`src/rtl/pgwr_pkg.sv`:
```
package pgwr_pkg;

    localparam int DEF_ADDR_W       = 7;
    localparam int DEF_DATA_W       = 8;
    localparam int DEF_OFS_W        = 2;
    localparam int DEF_WRITE_CYCLES = 50000;

    typedef enum logic [1:0] {
        SEQ_IDLE,
        SEQ_FILL,
        SEQ_PROG
    } seq_state_e;

    // Per-cycle control decided by the sequencer
    typedef struct packed {
        logic open;    // load page/offset, clear slots
        logic take;    // store byte in current slot, step offset
        logic drop;    // clear all slot valid flags
        logic commit;  // write valid slots to the array
    } seq_ctl_t;

    function automatic int cnt_width(input int n);
        return (n > 1) ? $clog2(n) : 1;
    endfunction

endpackage

```
`src/rtl/pgwr_seq.sv`:
```
module pgwr_seq
    import pgwr_pkg::*;
#(
    parameter int WRITE_CYCLES = DEF_WRITE_CYCLES
) (
    input  logic     clk,
    input  logic     rst,
    input  logic     open_req,
    input  logic     byte_req,
    input  logic     stop_req,
    input  logic     abort_req,
    input  logic     any_vld,
    output seq_ctl_t ctl,
    output logic     busy
);

    localparam int CNT_W = cnt_width(WRITE_CYCLES);

    seq_state_e       st_q;
    logic [CNT_W-1:0] cnt_q;
    logic             last_cyc;

    assign last_cyc = (cnt_q == '0);
    assign busy     = (st_q == SEQ_PROG);

    always_comb begin
        ctl = '0;
        case (st_q)
            SEQ_IDLE: begin
                ctl.open = open_req && !stop_req && !abort_req;
            end
            SEQ_FILL: begin
                if (abort_req) begin
                    ctl.drop = 1'b1;
                end else if (stop_req) begin
                    ctl.drop = !any_vld;
                end else if (open_req) begin
                    ctl.open = 1'b1;
                end else begin
                    ctl.take = byte_req;
                end
            end
            SEQ_PROG: begin
                ctl.commit = last_cyc;
                ctl.drop   = last_cyc;
            end
            default: ctl = '0;
        endcase
    end

    always_ff @(posedge clk) begin
        if (rst) begin
            st_q  <= SEQ_IDLE;
            cnt_q <= '0;
        end else begin
            case (st_q)
                SEQ_IDLE: begin
                    if (ctl.open) st_q <= SEQ_FILL;
                end
                SEQ_FILL: begin
                    if (abort_req) begin
                        st_q <= SEQ_IDLE;
                    end else if (stop_req) begin
                        st_q  <= any_vld ? SEQ_PROG : SEQ_IDLE;
                        cnt_q <= CNT_W'(WRITE_CYCLES - 1);
                    end
                end
                SEQ_PROG: begin
                    if (last_cyc) st_q <= SEQ_IDLE;
                    else          cnt_q <= cnt_q - 1'b1;
                end
                default: st_q <= SEQ_IDLE;
            endcase
        end
    end

endmodule

```
`src/rtl/pgwr_page_latch.sv`:
```
module pgwr_page_latch #(
    parameter int DATA_W = 8,
    parameter int OFS_W  = 2,
    parameter int PAGE_W = 5,
    localparam int SLOTS = 1 << OFS_W
) (
    input  logic                    clk,
    input  logic                    rst,
    input  logic                    open_i,
    input  logic                    take_i,
    input  logic                    drop_i,
    input  logic [PAGE_W+OFS_W-1:0] addr_i,
    input  logic [DATA_W-1:0]       byte_i,
    output logic [PAGE_W-1:0]       page_o,
    output logic [SLOTS-1:0]        vld_o,
    output logic [SLOTS*DATA_W-1:0] data_o
);

    logic [PAGE_W-1:0] page_q;
    logic [OFS_W-1:0]  ofs_q;

    always_ff @(posedge clk) begin
        if (rst) begin
            page_q <= '0;
            ofs_q  <= '0;
        end else if (open_i) begin
            page_q <= addr_i[PAGE_W+OFS_W-1:OFS_W];
            ofs_q  <= addr_i[OFS_W-1:0];
        end else if (take_i) begin
            ofs_q  <= ofs_q + 1'b1;
        end
    end

    assign page_o = page_q;

    for (genvar g = 0; g < SLOTS; g++) begin : g_slot
        logic              vld_q;
        logic [DATA_W-1:0] dat_q;
        logic              hit;

        assign hit = take_i && (ofs_q == OFS_W'(g));

        always_ff @(posedge clk) begin
            if (rst) begin
                vld_q <= 1'b0;
                dat_q <= '0;
            end else if (open_i || drop_i) begin
                vld_q <= 1'b0;
            end else if (hit) begin
                vld_q <= 1'b1;
                dat_q <= byte_i;
            end
        end

        assign vld_o[g]                   = vld_q;
        assign data_o[g*DATA_W +: DATA_W] = dat_q;
    end

endmodule

```
`src/rtl/pgwr_store.sv`:
```
module pgwr_store #(
    parameter int ADDR_W = 7,
    parameter int DATA_W = 8,
    parameter int OFS_W  = 2,
    localparam int SLOTS  = 1 << OFS_W,
    localparam int PAGE_W = ADDR_W - OFS_W,
    localparam int DEPTH  = 1 << ADDR_W
) (
    input  logic                    clk,
    input  logic                    rst,
    input  logic [SLOTS-1:0]        we_i,
    input  logic [PAGE_W-1:0]       page_i,
    input  logic [SLOTS*DATA_W-1:0] data_i,
    input  logic                    hold_i,
    input  logic [ADDR_W-1:0]       rd_addr_i,
    output logic [DATA_W-1:0]       rd_data_o
);

    logic [DATA_W-1:0] mem [DEPTH];

    always_ff @(posedge clk) begin
        if (rst) begin
            for (int i = 0; i < DEPTH; i++) mem[i] <= '0;
        end else begin
            for (int b = 0; b < SLOTS; b++) begin
                if (we_i[b]) mem[{page_i, OFS_W'(b)}] <= data_i[b*DATA_W +: DATA_W];
            end
        end
    end

    always_ff @(posedge clk) begin
        if (rst)          rd_data_o <= '0;
        else if (!hold_i) rd_data_o <= mem[rd_addr_i];
    end

endmodule

```
`src/rtl/pgwr_commit.sv`:
```
module pgwr_commit
    import pgwr_pkg::*;
#(
    parameter int ADDR_W       = DEF_ADDR_W,
    parameter int DATA_W       = DEF_DATA_W,
    parameter int OFS_W        = DEF_OFS_W,
    parameter int WRITE_CYCLES = DEF_WRITE_CYCLES,
    localparam int SLOTS  = 1 << OFS_W,
    localparam int PAGE_W = ADDR_W - OFS_W
) (
    input  logic                    clk,
    input  logic                    rst,
    input  logic                    wr_open,
    input  logic [ADDR_W-1:0]       wr_addr,
    input  logic                    wr_byte_vld,
    input  logic [DATA_W-1:0]       wr_byte,
    input  logic                    wr_stop,
    input  logic                    wr_abort,
    output logic                    busy,
    output logic [SLOTS-1:0]        arr_we,
    output logic [PAGE_W-1:0]       arr_page,
    output logic [SLOTS*DATA_W-1:0] arr_wdata,
    input  logic [ADDR_W-1:0]       rd_addr,
    output logic [DATA_W-1:0]       rd_data
);

    seq_ctl_t                ctl;
    logic [SLOTS-1:0]        slot_vld;
    logic [PAGE_W-1:0]       slot_page;
    logic [SLOTS*DATA_W-1:0] slot_data;

    pgwr_seq #(
        .WRITE_CYCLES(WRITE_CYCLES)
    ) u_seq (
        .clk      (clk),
        .rst      (rst),
        .open_req (wr_open),
        .byte_req (wr_byte_vld),
        .stop_req (wr_stop),
        .abort_req(wr_abort),
        .any_vld  (|slot_vld),
        .ctl      (ctl),
        .busy     (busy)
    );

    pgwr_page_latch #(
        .DATA_W(DATA_W),
        .OFS_W (OFS_W),
        .PAGE_W(PAGE_W)
    ) u_latch (
        .clk   (clk),
        .rst   (rst),
        .open_i(ctl.open),
        .take_i(ctl.take),
        .drop_i(ctl.drop),
        .addr_i(wr_addr),
        .byte_i(wr_byte),
        .page_o(slot_page),
        .vld_o (slot_vld),
        .data_o(slot_data)
    );

    assign arr_we    = ctl.commit ? slot_vld : '0;
    assign arr_page  = slot_page;
    assign arr_wdata = slot_data;

    pgwr_store #(
        .ADDR_W(ADDR_W),
        .DATA_W(DATA_W),
        .OFS_W (OFS_W)
    ) u_store (
        .clk      (clk),
        .rst      (rst),
        .we_i     (arr_we),
        .page_i   (slot_page),
        .data_i   (slot_data),
        .hold_i   (busy),
        .rd_addr_i(rd_addr),
        .rd_data_o(rd_data)
    );

endmodule

```
`config.mk`:
```
export PLATFORM = sky130hd
export DESIGN_NAME = pgwr_commit
export DESIGN_NICKNAME = d
export VERILOG_FILES = /design/src/rtl/pgwr_pkg.sv /design/src/rtl/pgwr_seq.sv /design/src/rtl/pgwr_page_latch.sv /design/src/rtl/pgwr_store.sv /design/src/rtl/pgwr_commit.sv
export SDC_FILE = /design/constraint.sdc
export NUM_CORES = 2
export LEC_CHECK = 0
export BUFFER_PORTS_ARGS = -buffer_cell sky130_fd_sc_hd__buf_4
export CORE_MARGIN = 1.5
export CORE_UTILIZATION = 45
export CTS_CLUSTER_DIAMETER = 120
export DETAILED_ROUTE_END_ITERATION = 16
export PLACE_DENSITY = 0.59
export SLEW_MARGIN = 10
export SYNTH_ARGS = -nofsm -noshare
export SYNTH_HDL_FRONTEND = slang
export SYNTH_SLANG_ARGS = --single-unit
```
`constraint.sdc`:
```
create_clock -name clk -period 4.7 [get_ports clk]
set_clock_uncertainty 0.2 [all_clocks]
set_input_delay 0.47 -clock clk [delete_from_list [all_inputs] [get_ports clk]]
set_output_delay 0.47 -clock clk [all_outputs]
set_load 0.02 [all_outputs]
```
# Word level (Yosys, flattened, before mapping)
# Memories as Yosys holds them, arrays and structs flattened. A register that Yosys moved wholly into a read port is not among the register bits.
# Index checks and enable logic that the tools add are counted.
[classes]
add_sub_neg = 2
n_mul = 0
div_mod_pow = 0
order_cmp = 0
n_eq_ne = 11
shifts = 0
muxes = 49
bitwise_logic = 1
reduce_logical = 28
[ops]
columns = ["op", "n"]
rows = [
  ["16-bit two-way mux", 3],
  ["8-bit two-way mux", 4],
  ["16-bit one-hot mux with 2 select lines", 1],
  ["8-bit OR reduction", 4],
  ["7-bit two-way mux", 4],
  ["1-bit two-way mux", 24],
  ["2-bit two-way mux", 9],
  ["16-bit zero test", 1],
  ["16-bit by 1-bit subtractor with 16-bit output (second input constant)", 1],
  ["2-bit != test (second input constant)", 4],
  ["2-bit AND reduction", 4],
  ["2-bit equality test (second input constant)", 3],
  ["1-bit logical AND", 6],
  ["2-bit one-hot mux with 3 select lines", 1],
  ["2-bit by 1-bit equality test with 1-bit output (second input constant)", 2],
  ["1-bit zero test", 4],
  ["2-bit zero test", 2],
  ["4-bit two-way mux", 1],
  ["1-bit one-hot mux with 2 select lines", 2],
  ["4-bit AND reduction", 1],
  ["2-bit nonzero test", 2],
  ["4-bit OR reduction", 1],
  ["3-bit != test (second input constant)", 1],
  ["3-bit AND reduction", 1],
  ["other kinds (5)", 5],
]
[totals]
register_bits = 61
latchBits = 0
ram_bits = 1024
mem_bits_ro = 0
out_inout_bits = 50
wordCells = 104
n_memories = 1
[memory_table]
columns = ["memory", "depth", "word_bits", "read_ports", "rd_clocked_by_memory_dff", "write_ports", "line", "text"]
rows = [
  ["u_store.mem", 128, 8, 1, 1, 128, "pgwr_store.sv:19", "logic [DATA_W-1:0] mem [DEPTH];"],
]

# Depth between registers and ports, before layout
[depth]
word_depth = 8
ltp_mapped = 11

# Cells and area by module
# A second synthesis with hierarchy kept.
[hier_totals]
hier_cells = 3557
area_unflattened_um2 = 51551.9
[by_module_without_submodules]
columns = ["module", "n_inst", "cells_per_inst", "area_per_inst_um2", "seq_area_each_um2"]
rows = [
  ["pgwr_store", 1, 3239, 48465.2, 30909.6],
  ["pgwr_page_latch", 1, 168, 1820.5, 860.8],
  ["pgwr_seq", 1, 145, 1232.4, 360.3],
  ["pgwr_commit", 1, 5, 33.8, 0.0],
]

# Least setup slack after synthesis
# No wires, ideal clock.
[synth_path]
path_type = "register -> register"
startpoint = "register u_seq.st_q[0]"
endpoint = "memory u_store.mem[0][0] (enable)"
setup_time_ns = 0.326
arrival_ns = 2.315
setup_slack_ns = 1.859
path_stages_with_launch = 10
n_path_buf = 2
path_cell_list = "dfxtp_1 -> inv_1 -> ha_1 -> nand2b_1 -> nor2_1 -> nand4_1 -> nor3b_2 -> clkbuf_1 -> buf_2 -> a21o_1"
[synth_rtl]
columns = ["item", "line", "text"]
rows = [
  ["start, declared", "pgwr_seq.sv:19", "seq_state_e st_q;"],
  ["start signal, assigned", "pgwr_seq.sv:64", "st_q <= any_vld ? SEQ_PROG : SEQ_IDLE;"],
  ["end, declared", "pgwr_store.sv:19", ""],
]

==> impl_metrics.json <==
{
  "layout-drive-gt1-share_pct": 20.3,
  "relSlewSlack_pct": 17.1,
  "report.final.setup_viol": 0,
  "max_slew.worst_pin.slew_ns": 1.24,
  "gp_congestion": 0.928,
  "timing.hold.worst.start": "rst",
  "yosys.cell_types.count": 66,
  "reg_to_reg_start": "u_seq.cnt_q[9]$_SDFFE_PP0P_",
  "syn_inst": 3614,
  "vias_post_dr": 34100,
  "vias_in_the_first_global_route": 32600,
  "globalRouteOverflowTotal": 0,
  "final_cell_mix": "1029 x and3_1, 1024 x edfxtp_1, 212 x mux4_2, 212 x buf_4, 128 x a21o_1",
  "post_drt_via_cell_ratio": 6.61,
  "postSynth.asyncResetShare_pct": 0,
  "reg2regPathDepth": 6,
  "synth_top_area_share_pct": 60.1,
  "seq_area_frac_synth_pct": 62.8,
  "timing.hold.worst.class": "primary input to flop",
  "placementRows": 123,
  "mostFrequentLayoutCell": "and3_1",
  "yosysWarnings": 0,
  "areaGrowthSynthToFinish_pct": 12.3,
  "max_clock_freq_mhz": 264,
  "period_share_pct": 80.7,
  "die-width_um": 340,
  "count_of_clock_tree_sinks": 1093,
  "fp.coreArea_um2": 113000,
  "critPathLaunchType": "flop",
  "drt.antenna.violating_nets": 0,
  "worst-endpoint-arrival_ns": 3.96,
  "cp_max_fo": 49,
  "h-tree-depth": 3,
  "wl_um": 177000,
  "drt-pass1-iter-count": 7,
  "synth_enable_flop_cells": 1024,
  "clock_tree.buffer_depth": 3,
  "postSynth.topFlopCell": "edfxtp_1",
  "average_wire_per_cell_in_the_routed_design_um": 34.3,
  "netlist.top_cell.by_area": "edfxtp_1",
  "grt_setup_unrepaired": "false",
  "placement.io_buffers": 77,
  "timing.final.max_slew_violations": 0,
  "synth_fp_nets": 3650,
  "clk_pin_slew_worst_paths_ns": 0.06,
  "synth_area_leaders": "edfxtp_1 60%, and3_1 13%, mux4_2 9.3%, dfxtp_1 2.7%, mux2i_1 2.3%",
  "initial_core_util_pct": 45.4,
  "drt_iter0_markers": 5402,
  "end_kind": "flop",
  "fin_util_pct": 51.0,
  "worstPathRequired_ns": 4.86,
  "post-cts-setup-buffer-count": 0,
  "final_worst_path_period_need_ns": 3.79,
  "global_route_wire_length_before_repair_um": 247000,
  "critical_path_class": "flop to flop",
  "place_hpwl_um": 109000,
  "tritoncts": "yes",
  "max_cap_violation_count": 0,
  "io_pins": 78,
  "synth.avg_cell_area_um2": 14.1,
  "number_of_buffers_added_by_the_clock_tree_synthesis_step": 115,
  "setup_tns_final_ns": 0,
  "grt_util_all_layers_pct": 30.1,
  "outcome": "complete, no violations",
  "max-vdd-ir-drop_v": 0.000275,
  "min_path_cells": 2,
  "insertion_delay_ns": 0.72,
  "die_area_um2": 116000,
  "p_per_cell_area_nw_per_um2": 385,
  "startpoint": "u_seq.cnt_q[9]$_SDFFE_PP0P_",
  "filler_cell_count": 9384,
  "grt_antenna_before_repair": 23,
  "synth-seq-cells": 1093,
  "pin_count_of_the_biggest_net_entering_global_routing": 142,
  "syn-cell-area_um2": 51100,
  "leak_pwr_nw": 24.6,
  "remaining_drc_errors": 0,
  "finalHoldViolations": 0,
  "clock_tree.root_cell": "clkbuf_16",
  "chipHeight_um": 340,
  "final_nets": 3581
}
## sequential cells by signal, indices dropped and copies added (netlist names)
signal,cells
u_latch.g_slot.vld_q,4
u_latch.page_o,5
u_seq.st_q,2
u_latch.ofs_q,2
u_store.rd_data_o,8
u_latch.g_slot.dat_q,32
u_seq.cnt_q,16
u_store.mem,1024
## cell type report
type                    instances  area (um2)  area share [%]
flip-flops and latches       1093       32200            56.0
multi-input cells            2065       17100            29.8
clock buffers                 128        2970            5.17
repair buffers                256        2300            4.00
well taps                    1500        1880            3.27
clock inverters                92         956            1.66
inverters                      14        52.6          0.0915
diodes                          5        12.5          0.0218
## cell usage after synthesis, types with 22 or more instances
cell type and count:
buf_2 132, dfxtp_1 69, nor2b_1 27, a22oi_1 37, o22ai_1 31, mux2_2 37
mux4_2 212, nor2_1 121, a21oi_1 36, nand3_1 26, a21o_1 128, nand2_1 45
edfxtp_1 1024, and3_1 1029, nor3_1 22, clkbuf_1 279, mux2i_1 118
## cell families after synthesis
group	synth area share, %
buffers and inverters	3.89
flip-flops	62.8
XOR/XNOR	0.223
adder cells (fa/ha/maj)	0.196
multiplexers	12.5
AO/OA/AOI/OAI	4.74
AND/OR/NAND/NOR	15.6
## path summary, 6_finish.rpt
| kind | end | slack (ns) |
|---|---|---|
| worst max-delay path | u_store.mem[117][0]$_SDFFCE_PN0P_ | 0.91 |
| worst min-delay path | u_latch.g_slot[1].dat_q[2]$_SDFFE_PP0P_ | 0.06 |
| worst max register to register | u_store.mem[117][0]$_SDFFCE_PN0P_ | 0.91 |
| worst min register to register | u_latch.g_slot[3].dat_q[4]$_SDFFE_PP0P_ | 0.29 |
## what timing repair did
action | CTS | global route
resized for setup | 0 | 0
hold buffers | 16 | 0
hold endpoints to repair | 40 | 0
## per-stage QoR
stage          power (W)  setup WS, ns  instances  hold WS, ns  cell area [um2]
2_1_floorplan     0.0121          1.86       3614        0.263            51100
3_3_place_gp      0.0127         0.445       4912        0.264            53300
3_5_place_dp      0.0127         0.457       4912        0.274            53300
4_1_cts           0.0221         0.927       5148       0.0378            57400
5_1_grt           0.0226         0.755       5148       0.0679            57400
6_report          0.0221         0.905       5153       0.0634            57400
## layer usage
metal | vias to the layer above | routed length [um] | global-route usage (%)
li1 | 14000 | - | -
met1 | 17500 | 69800 | 42.4
met2 | 2192 | 82900 | 47.3
met3 | 319 | 18400 | 5.34
met4 | 8 | 5870 | 9.94
met5 | - | 46 | 0
## power by group
group | internal, W | leakage [nW] | switching [W] | total, W
Sequential | 0.0109 | 11.1 | 0.000144 | 0.0111
Clock | 0.00558 | 1.92 | 0.00399 | 0.00957
Combinational | 0.000528 | 11.6 | 0.000907 | 0.00143
Total | 0.0170 | 24.6 | 0.00504 | 0.0221
## critical path: stages, from the launching register on
cell,delay [ns]
dfxtp_1,0.33
nor3_1,0.40
nor2b_1,0.30
nand4_1,0.50
nor3b_4,0.93
buf_12,0.32
a21o_1,0.41
Note: power is estimated with default switching activity, not from simulation.
